File: src/rtl/ser9_tx_pkg.sv
package ser9_tx_pkg;

   typedef enum logic [1:0] {
      TXM_SHIFT      = 2'b00,
      TXM_ASYNC8     = 2'b01,
      TXM_ASYNC9_FIX = 2'b10,
      TXM_ASYNC9_VAR = 2'b11
   } txmode_e;

   // modes whose bit period comes from the external tick
   function automatic logic uses_ext_rate(input txmode_e m);
      return (m == TXM_ASYNC8) || (m == TXM_ASYNC9_VAR);
   endfunction

   // modes that append the software ninth bit
   function automatic logic has_ninth(input txmode_e m);
      return (m == TXM_ASYNC9_FIX) || (m == TXM_ASYNC9_VAR);
   endfunction

endpackage

File: src/rtl/ser9_tx_baud.sv
module ser9_tx_baud
   import ser9_tx_pkg::*;
#(
   parameter int SHIFT_DIV = 12,
   parameter int FIX_DIV   = 64
) (
   input  logic    clk,
   input  logic    rst_n,
   input  logic    restart,
   input  logic    run,
   input  txmode_e mode,
   input  logic    dbl,
   input  logic    rate_tick,
   output logic    bit_end,
   output logic    sclk_low
);

   localparam int CW = $clog2(FIX_DIV);

   logic [CW-1:0] cnt;
   logic [CW-1:0] lim_m1;
   logic          ext;

   always_comb begin
      case (mode)
         TXM_SHIFT:      lim_m1 = CW'(SHIFT_DIV - 1);
         TXM_ASYNC9_FIX: lim_m1 = dbl ? CW'(FIX_DIV / 2 - 1) : CW'(FIX_DIV - 1);
         default:        lim_m1 = '0;
      endcase
   end

   assign ext     = uses_ext_rate(mode);
   assign bit_end = run && (ext ? rate_tick : (cnt == lim_m1));

   always_ff @(posedge clk or negedge rst_n) begin
      if (!rst_n)                       cnt <= '0;
      else if (restart || !run || ext)  cnt <= '0;
      else if (cnt == lim_m1)           cnt <= '0;
      else                              cnt <= cnt + 1'b1;
   end

   assign sclk_low = run && (mode == TXM_SHIFT) && (cnt < CW'(SHIFT_DIV / 2));


   cnt_limit_chk: assert property (@(posedge clk) disable iff (!rst_n)
      run && !ext && !restart |-> cnt <= lim_m1);

endmodule

File: src/rtl/ser9_tx_frame.sv
module ser9_tx_frame
   import ser9_tx_pkg::*;
#(
   parameter int DATA_W = 8
) (
   input  logic              clk,
   input  logic              rst_n,
   input  logic              wr_en,
   input  logic [DATA_W-1:0] wr_data,
   input  txmode_e           mode_in,
   input  logic              ninth_in,
   input  logic              dbl_in,
   input  logic              bit_end,
   output logic              busy,
   output logic              start,
   output txmode_e           mode_q,
   output logic              dbl_q,
   output logic              ser_out,
   output logic              done_set
);

   localparam int FW = DATA_W + 3;
   localparam int LW = $clog2(FW + 1);

   logic [FW-1:0] sh;
   logic [FW-1:0] load_v;
   logic [LW-1:0] left;
   logic [LW-1:0] load_n;

   assign start = wr_en && !busy;

   always_comb begin
      load_v = '1;
      case (mode_in)
         TXM_SHIFT: begin
            load_v[DATA_W-1:0] = wr_data;
            load_n             = LW'(DATA_W);
         end
         TXM_ASYNC8: begin
            load_v[0]        = 1'b0;
            load_v[DATA_W:1] = wr_data;
            load_n           = LW'(DATA_W + 2);
         end
         default: begin
            load_v[0]          = 1'b0;
            load_v[DATA_W:1]   = wr_data;
            load_v[DATA_W+1]   = has_ninth(mode_in) ? ninth_in : 1'b1;
            load_n             = LW'(DATA_W + 3);
         end
      endcase
   end

   always_ff @(posedge clk or negedge rst_n) begin
      if (!rst_n) begin
         busy   <= 1'b0;
         sh     <= '1;
         left   <= '0;
         mode_q <= TXM_SHIFT;
         dbl_q  <= 1'b0;
      end else if (start) begin
         busy   <= 1'b1;
         sh     <= load_v;
         left   <= load_n;
         mode_q <= mode_in;
         dbl_q  <= dbl_in;
      end else if (bit_end) begin
         sh   <= {1'b1, sh[FW-1:1]};
         left <= left - 1'b1;
         if (left == LW'(1)) busy <= 1'b0;
      end
   end

   assign ser_out  = busy ? sh[0] : 1'b1;
   assign done_set = bit_end &&
                     ((mode_q == TXM_SHIFT) ? (left == LW'(1)) : (left == LW'(2)));


   start_busy_chk: assert property (@(posedge clk) disable iff (!rst_n)
      start |=> busy);


   busy_write_chk: assert property (@(posedge clk) disable iff (!rst_n)
      busy && wr_en |=> $stable(mode_q) && $stable(dbl_q));


   stop_flag_chk: assert property (@(posedge clk) disable iff (!rst_n)
      done_set && (mode_q != TXM_SHIFT) |=> busy && ser_out);


   shift_flag_chk: assert property (@(posedge clk) disable iff (!rst_n)
      done_set && (mode_q == TXM_SHIFT) |=> !busy);

endmodule

File: src/rtl/ser9_tx_flag.sv
module ser9_tx_flag (
   input  logic clk,
   input  logic rst_n,
   input  logic set,
   input  logic clr,
   output logic flag
);

   always_ff @(posedge clk or negedge rst_n) begin
      if (!rst_n)   flag <= 1'b0;
      else if (set) flag <= 1'b1;
      else if (clr) flag <= 1'b0;
   end


   flag_sticky_chk: assert property (@(posedge clk) disable iff (!rst_n)
      flag && !clr |=> flag);

endmodule

File: src/rtl/ser9_tx.sv
module ser9_tx
   import ser9_tx_pkg::*;
#(
   parameter int DATA_W    = 8,
   parameter int SHIFT_DIV = 12,
   parameter int FIX_DIV   = 64
) (
   input  logic              clk,
   input  logic              rst_n,
   input  logic              wr_en,
   input  logic [DATA_W-1:0] wr_data,
   input  logic [1:0]        mode,
   input  logic              ninth_bit,
   input  logic              rate_dbl,
   input  logic              rate_tick,
   input  logic              done_clr,
   output logic              ser_out,
   output logic              shift_clk,
   output logic              busy,
   output logic              tx_done
);

   generate
      if (DATA_W < 1)
         $error("ser9_tx: DATA_W must be at least 1");
      if ((SHIFT_DIV < 2) || (SHIFT_DIV % 2 != 0))
         $error("ser9_tx: SHIFT_DIV must be even and at least 2");
      if ((FIX_DIV < 4) || (FIX_DIV % 2 != 0) || (SHIFT_DIV > FIX_DIV))
         $error("ser9_tx: FIX_DIV must be even, at least 4 and not below SHIFT_DIV");
   endgenerate

   logic    start, bit_end, sclk_low, done_set, dbl_q;
   txmode_e mode_q;

   ser9_tx_frame #(.DATA_W(DATA_W)) u_frame (
      .clk      (clk),
      .rst_n    (rst_n),
      .wr_en    (wr_en),
      .wr_data  (wr_data),
      .mode_in  (txmode_e'(mode)),
      .ninth_in (ninth_bit),
      .dbl_in   (rate_dbl),
      .bit_end  (bit_end),
      .busy     (busy),
      .start    (start),
      .mode_q   (mode_q),
      .dbl_q    (dbl_q),
      .ser_out  (ser_out),
      .done_set (done_set)
   );

   ser9_tx_baud #(.SHIFT_DIV(SHIFT_DIV), .FIX_DIV(FIX_DIV)) u_baud (
      .clk       (clk),
      .rst_n     (rst_n),
      .restart   (start),
      .run       (busy),
      .mode      (mode_q),
      .dbl       (dbl_q),
      .rate_tick (rate_tick),
      .bit_end   (bit_end),
      .sclk_low  (sclk_low)
   );

   ser9_tx_flag u_flag (
      .clk   (clk),
      .rst_n (rst_n),
      .set   (done_set),
      .clr   (done_clr),
      .flag  (tx_done)
   );

   assign shift_clk = !sclk_low;


   idle_line_chk: assert property (@(posedge clk) disable iff (!rst_n)
      !busy |-> ser_out && shift_clk);


   sclk_busy_chk: assert property (@(posedge clk) disable iff (!rst_n)
      !shift_clk |-> busy && (mode_q == TXM_SHIFT));


   flag_rise_chk: assert property (@(posedge clk) disable iff (!rst_n)
      $rose(tx_done) |-> $past(busy));

endmodule

File: config.mk
export PLATFORM = sky130hd
export DESIGN_NAME = ser9_tx
export DESIGN_NICKNAME = d
export VERILOG_FILES = /design/src/rtl/ser9_tx_pkg.sv /design/src/rtl/ser9_tx_baud.sv /design/src/rtl/ser9_tx_frame.sv /design/src/rtl/ser9_tx_flag.sv /design/src/rtl/ser9_tx.sv
export SDC_FILE = /design/constraint.sdc
export NUM_CORES = 1
export LEC_CHECK = 0
export BUFFER_PORTS_ARGS = -buffer_cell sky130_fd_sc_hd__buf_2
export CORE_MARGIN = 1.5
export CORE_UTILIZATION = 40
export DETAILED_ROUTE_END_ITERATION = 8
export SETUP_SLACK_MARGIN = 0.4
export SLEW_MARGIN = 10
export SYNTH_ARGS = -nofsm -noshare
export SYNTH_HDL_FRONTEND = slang
export SYNTH_SLANG_ARGS = --single-unit
File: constraint.sdc
create_clock -name clk -period 3.3 [get_ports clk]
set_clock_uncertainty 0.15 [all_clocks]
set_input_delay 0.66 -clock clk [delete_from_list [all_inputs] [get_ports clk]]
set_output_delay 0.66 -clock clk [all_outputs]
set_load 0.03 [all_outputs]
# Yosys cells after proc, flatten, opt, wreduce, memory -nomap -nowiden
# Cells that the tools add are included.
# totals
memories,0
romBits,0
regBits,26
latchBits,0
out_inout_bits,4
elab_cells,58
mem_bits_rw,0
# op_classes
add_sub_neg,2
n_reduce_logical,18
mul,0
muxes,21
bitwise_logic,0
shift,0
eq_ne,9
magnitude_cmp,1
n_div,0
# ops
cell,n
11-bit 2-to-1 mux,2
6-bit 2-to-1 mux,3
6-bit case mux with 2 select lines,1
1-bit 2-to-1 mux,11
2-bit == test (second input constant),4
4-bit 2-to-1 mux,2
8-bit 2-to-1 mux,1
6-bit by 1-bit adder with 6-bit output (second input constant),1
6-bit == test,1
6-bit by 3-bit less-than comparator with 1-bit output (second input constant),1
2-bit nonzero test,3
1-bit logical AND,5
2-bit by 1-bit == test with 1-bit output (second input constant),2
4-bit by 1-bit == test with 1-bit output (second input constant),1
4-bit by 2-bit == test with 1-bit output (second input constant),1
2-bit logical NOT,2
1-bit logical OR,4
2-bit case mux with 2 select lines,1
4-bit by 1-bit subtractor with 4-bit output (second input constant),1
1-bit logical NOT,2
2-bit AND reduction,1
2-bit OR reduction,1

# Longest topological paths before layout
# depth
word_depth,7
depth_mapped,6
depth_no_buf,5

# Modules after synthesis
# A second synthesis with hierarchy kept.
# hier_totals
cells_unflattened,140
hier_area_um2,1433.9
# by_module_without_submodules
mod,instances,seq_area_each_um2,cells_each,area_per_inst_um2
ser9_tx_frame,1,462.9,96,1013.5
ser9_tx_baud,1,150.1,40,380.4
ser9_tx_flag,1,25.0,3,36.3
ser9_tx,1,0.0,1,3.8

# Worst setup path after synthesis
# Ideal clock, no wire load.
# synth_timing
path_kind,register to output
from,reg u_frame.busy
to,out shift_clk
path_stages_with_launch,4
slack_ps,1345
path_buffers,0
arrival_time_ps,1145
required_ps,2490
path_cell_list,dfrtp_1 > inv_1 > nor2_1 > nand3_1
# synth_between
elab_chain_len,3
# synth_lines
element,line,text
start: declaration,ser9_tx_frame.sv:14,"output logic busy,"
start signal: assignment,ser9_tx_frame.sv:55,busy <= 1'b0;
start signal: assignment,ser9_tx_frame.sv:61,busy <= 1'b1;
start signal: assignment,ser9_tx_frame.sv:69,if (left == LW'(1)) busy <= 1'b0;
1-bit logical AND (2 in series),ser9_tx_baud.sv:42,assign sclk_low = run && (mode == TXM_SHIFT) && (cnt < CW'(SHIFT_DIV / 2));
1-bit logical NOT,ser9_tx.sv:72,assign shift_clk = !sclk_low;
end: declaration,ser9_tx.sv:18,"output logic shift_clk,"
# No other way between the ends.

# Worst setup path after layout
# Ends and elaborated chain as after synthesis.

==> summary.md <==
| Metric | Value |
|---|---|
| Outcome | `finished, final reports clean` |
| Most common cell after layout, fill and taps aside | `nor2_1` |
| Share of cells above drive strength 1 | `0.251` |
| First-pass GRT wire length | `6720 um` |
| Buffer count from post-CTS setup fixing | `0` |
| Least-Margin Pin Slew | `0.578 ns` |
| Worst setup EP type | `output pin` |
| Number of cell rows | `23` |
| Syn_nets | `193` |
| Synth async-reset ratio | `1.00` |
| Reg2Reg Capture Point | `u_flag.flag` |
| Design Area, Final | `1820 sq um` |
| DRT antenna net count | `0` |
| Reg2reg start | `u_frame.mode_q[0]` |
| Area grow syn2layout | `10.7%` |
| CTS H-tree lvls | `1` |
| Post-Syn Area | `1640 sq um` |
| Largest net degree at the start of global routing | `27` |
| Synth Register Bits | `25` |
| Register area share after synthesis | `0.388` |
| Kind of critical path | `register to output pin` |
| Period minus WS final | `2.48 ns` |
| DPL Wire Length | `2740 um` |
| Die extent in y | `67.1 um` |
| Initial antenna violation count | `0` |
| NumNets Final | `209` |
| Vias in the first global route | `1375` |
| Core area | `3970 sq um` |
| Initial Utilization | `0.414` |
| Slew headroom | `0.613` |
| Crit path required time | `2.49 ns` |
| Post-Place Cell Area | `1770 sq um` |
| # resized after CTS | `0` |
| Max-Cap Viols | `0` |
| Post-layout util | `0.458` |
| Worst vdd ir | `400 uV` |
| Reg2Reg Depth | `4` |
| Worst-path maximum fanout | `25` |
| Finish-stage setup viols | `0` |
| Final wirelength | `3900 um` |
| Total number of vias | `1415` |
| Drt pass-1 iters | `4` |
| Delay of the slowest critical-path stage | `0.33 ns` |
| Main flop type after synthesis | `dfrtp_1` |
| Synth Warn # | `0` |
| Max Slew Vio Count | `0` |
| GRT Residual Overflow | `0` |
| Clk Latency, worst-skew pair | `0.27 ns` |
| Clock tree sinks | `25` |
| CP startpoint kind | `register` |
| Clock buffer depth | `2` |
| Pwr dens | `761 nW/um^2` |
| Hold Crit Class | `primary input to async pin` |
| CTS tree | `yes` |
| RSZ-0062 raised after global routing | `false` |
| N_diodes | `0` |
| Post-route setup TNS | `0 ns` |
| Cts bufs inserted | `3` |
| Leakage | `0.739 nW` |
| Number of port buffers | `20` |
| Crit path DAT | `1.67 ns` |
| Setup ws final | `0.821 ns` |
| Pre-CTS WS | `1.13 ns` |
| Post-Syn Area per Cell | `9.55 sq um` |
| Reg clk slew, reported paths | `0.09 ns` |
| Wire length per cell | `16.5 um` |
| # hold bufs at CTS | `0` |
| Initial DRC Count | `86` |
| Root Buffer | `clkbuf_8` |
| GRT Util Overall | `0.198` |
| Final Hold Viols | `0` |
| EDFF count, synth | `0` |
| Critical-path top delay cell | `dfrtp_1` |
| Reg-to-reg slack, setup | `1.17 ns` |
| Total power | `0.00138 W` |
| Top post-synthesis cells by area | `dfrtp_1 23%, dfstp_2 16%, nor2_1 4.8%` |
| Io pins | `21` |
| Top cell type by total area after synthesis | `dfrtp_1` |
| Drc violations | `0` |
| Die Footprint | `4500 sq um` |
| Die width | `67.1 um` |
| Yosys top cell area share | `0.228` |
| Netlist cell types | `50` |
| Buf/Inv on CP | `3` |
| Final cycle utilization of the critical path | `0.751` |
| GP Congestion | `0.793` |
| Cell count after synthesis | `172` |
| Fmax | `0.403 GHz` |
| Most frequent cells in the layout | `21 x nor2_1, 20 x buf_2, 15 x dfrtp_1` |
| Worst path cell trace | `buf_4 -> inv_1 -> nor2_1 -> nand3_1 -> buf_2` |
| Delay-heaviest family, CP | `buffers and inverters` |
| Via-per-instance ratio | `5.97` |
-- sequential cells by signal (all words and copies together), names as in the netlist --
register        flops
u_frame.mode_q      2
u_frame.left        4
u_frame.sh         10
u_frame.busy        1
u_frame.dbl_q       1
u_flag.flag         1
u_baud.cnt          6
-- synthesized netlist by cell type (6+ instances only) --
master / n
dfstp_2: 10
and2_1: 6
o211ai_1: 9
nand2_1: 14
dfrtp_1: 15
inv_1: 6
a211oi_1: 6
nor2_1: 21
clkbuf_1: 6
-- power breakdown --
part           switching [W]  leakage [nW]  total (W)  internal (W)
logic               0.000368         0.422   0.000636      0.000268
registers           0.000120         0.292   0.000562      0.000442
clock network       0.000100        0.0255   0.000185     0.0000845
total               0.000588         0.739    0.00138      0.000794
-- worst max-delay path by stage --
stage	startpoint	to	slack [ns]	depth (start not counted)
5_1_grt	u_frame.busy	shift_clk	0.70	5
3_3_place_gp	mode[1]	u_frame.sh[7]	1.16	5
4_1_cts	u_frame.busy	shift_clk	0.82	5
2_1_floorplan	u_frame.busy	shift_clk	1.35	3
6_report	u_frame.busy	shift_clk	0.82	5
3_5_place_dp	mode[1]	u_frame.sh[7]	1.13	5
-- worst register-to-register path, delay by kind of cell (launching register included) --
kind | cells | cell delay (ns)
simple gates | 2 | 0.80
flops | 1 | 0.61
compound gates | 2 | 0.52
-- metrics by stage --
stage               instances  hold WS [ns]
floorplan                 172         0.214
global placement          233         0.328
detailed placement        233         0.341
CTS                       237         0.235
global route              237         0.265
finish                    237         0.220
-- metal layers --
| layer | vias to the layer above | GRT usage | wire length, um |
|---|---|---|---|
| met3 | 2 | 0.0405 | 190 |
| met1 | 699 | 0.259 | 1720 |
| met2 | 39 | 0.335 | 1970 |
| met5 | - | 0 | 0 |
| li1 | 675 | - | - |
| met4 | 0 | 0.0383 | 25 |
-- cells by family after synthesis --
kind of cell,Yosys count,synth area share
buffers and inverters,16,0.0388
adder cells (fa/ha/maj),4,0.0305
multiplexers,8,0.0518
AO/OA/AOI/OAI,52,0.256
XOR/XNOR,4,0.0213
flip-flops,25,0.388
AND/OR/NAND/NOR,63,0.213
-- cell type report --
class                   instances  area (sq um)
clock buffers                   3          41.3
flip-flops and latches         25           638
multi-input cells             131           941
clock inverters                 1          5.00
well taps                      50          62.6
inverters                       6          22.5
repair buffers                 21           108
fillers                       383          2150
(Power assumes the default switching activity.)
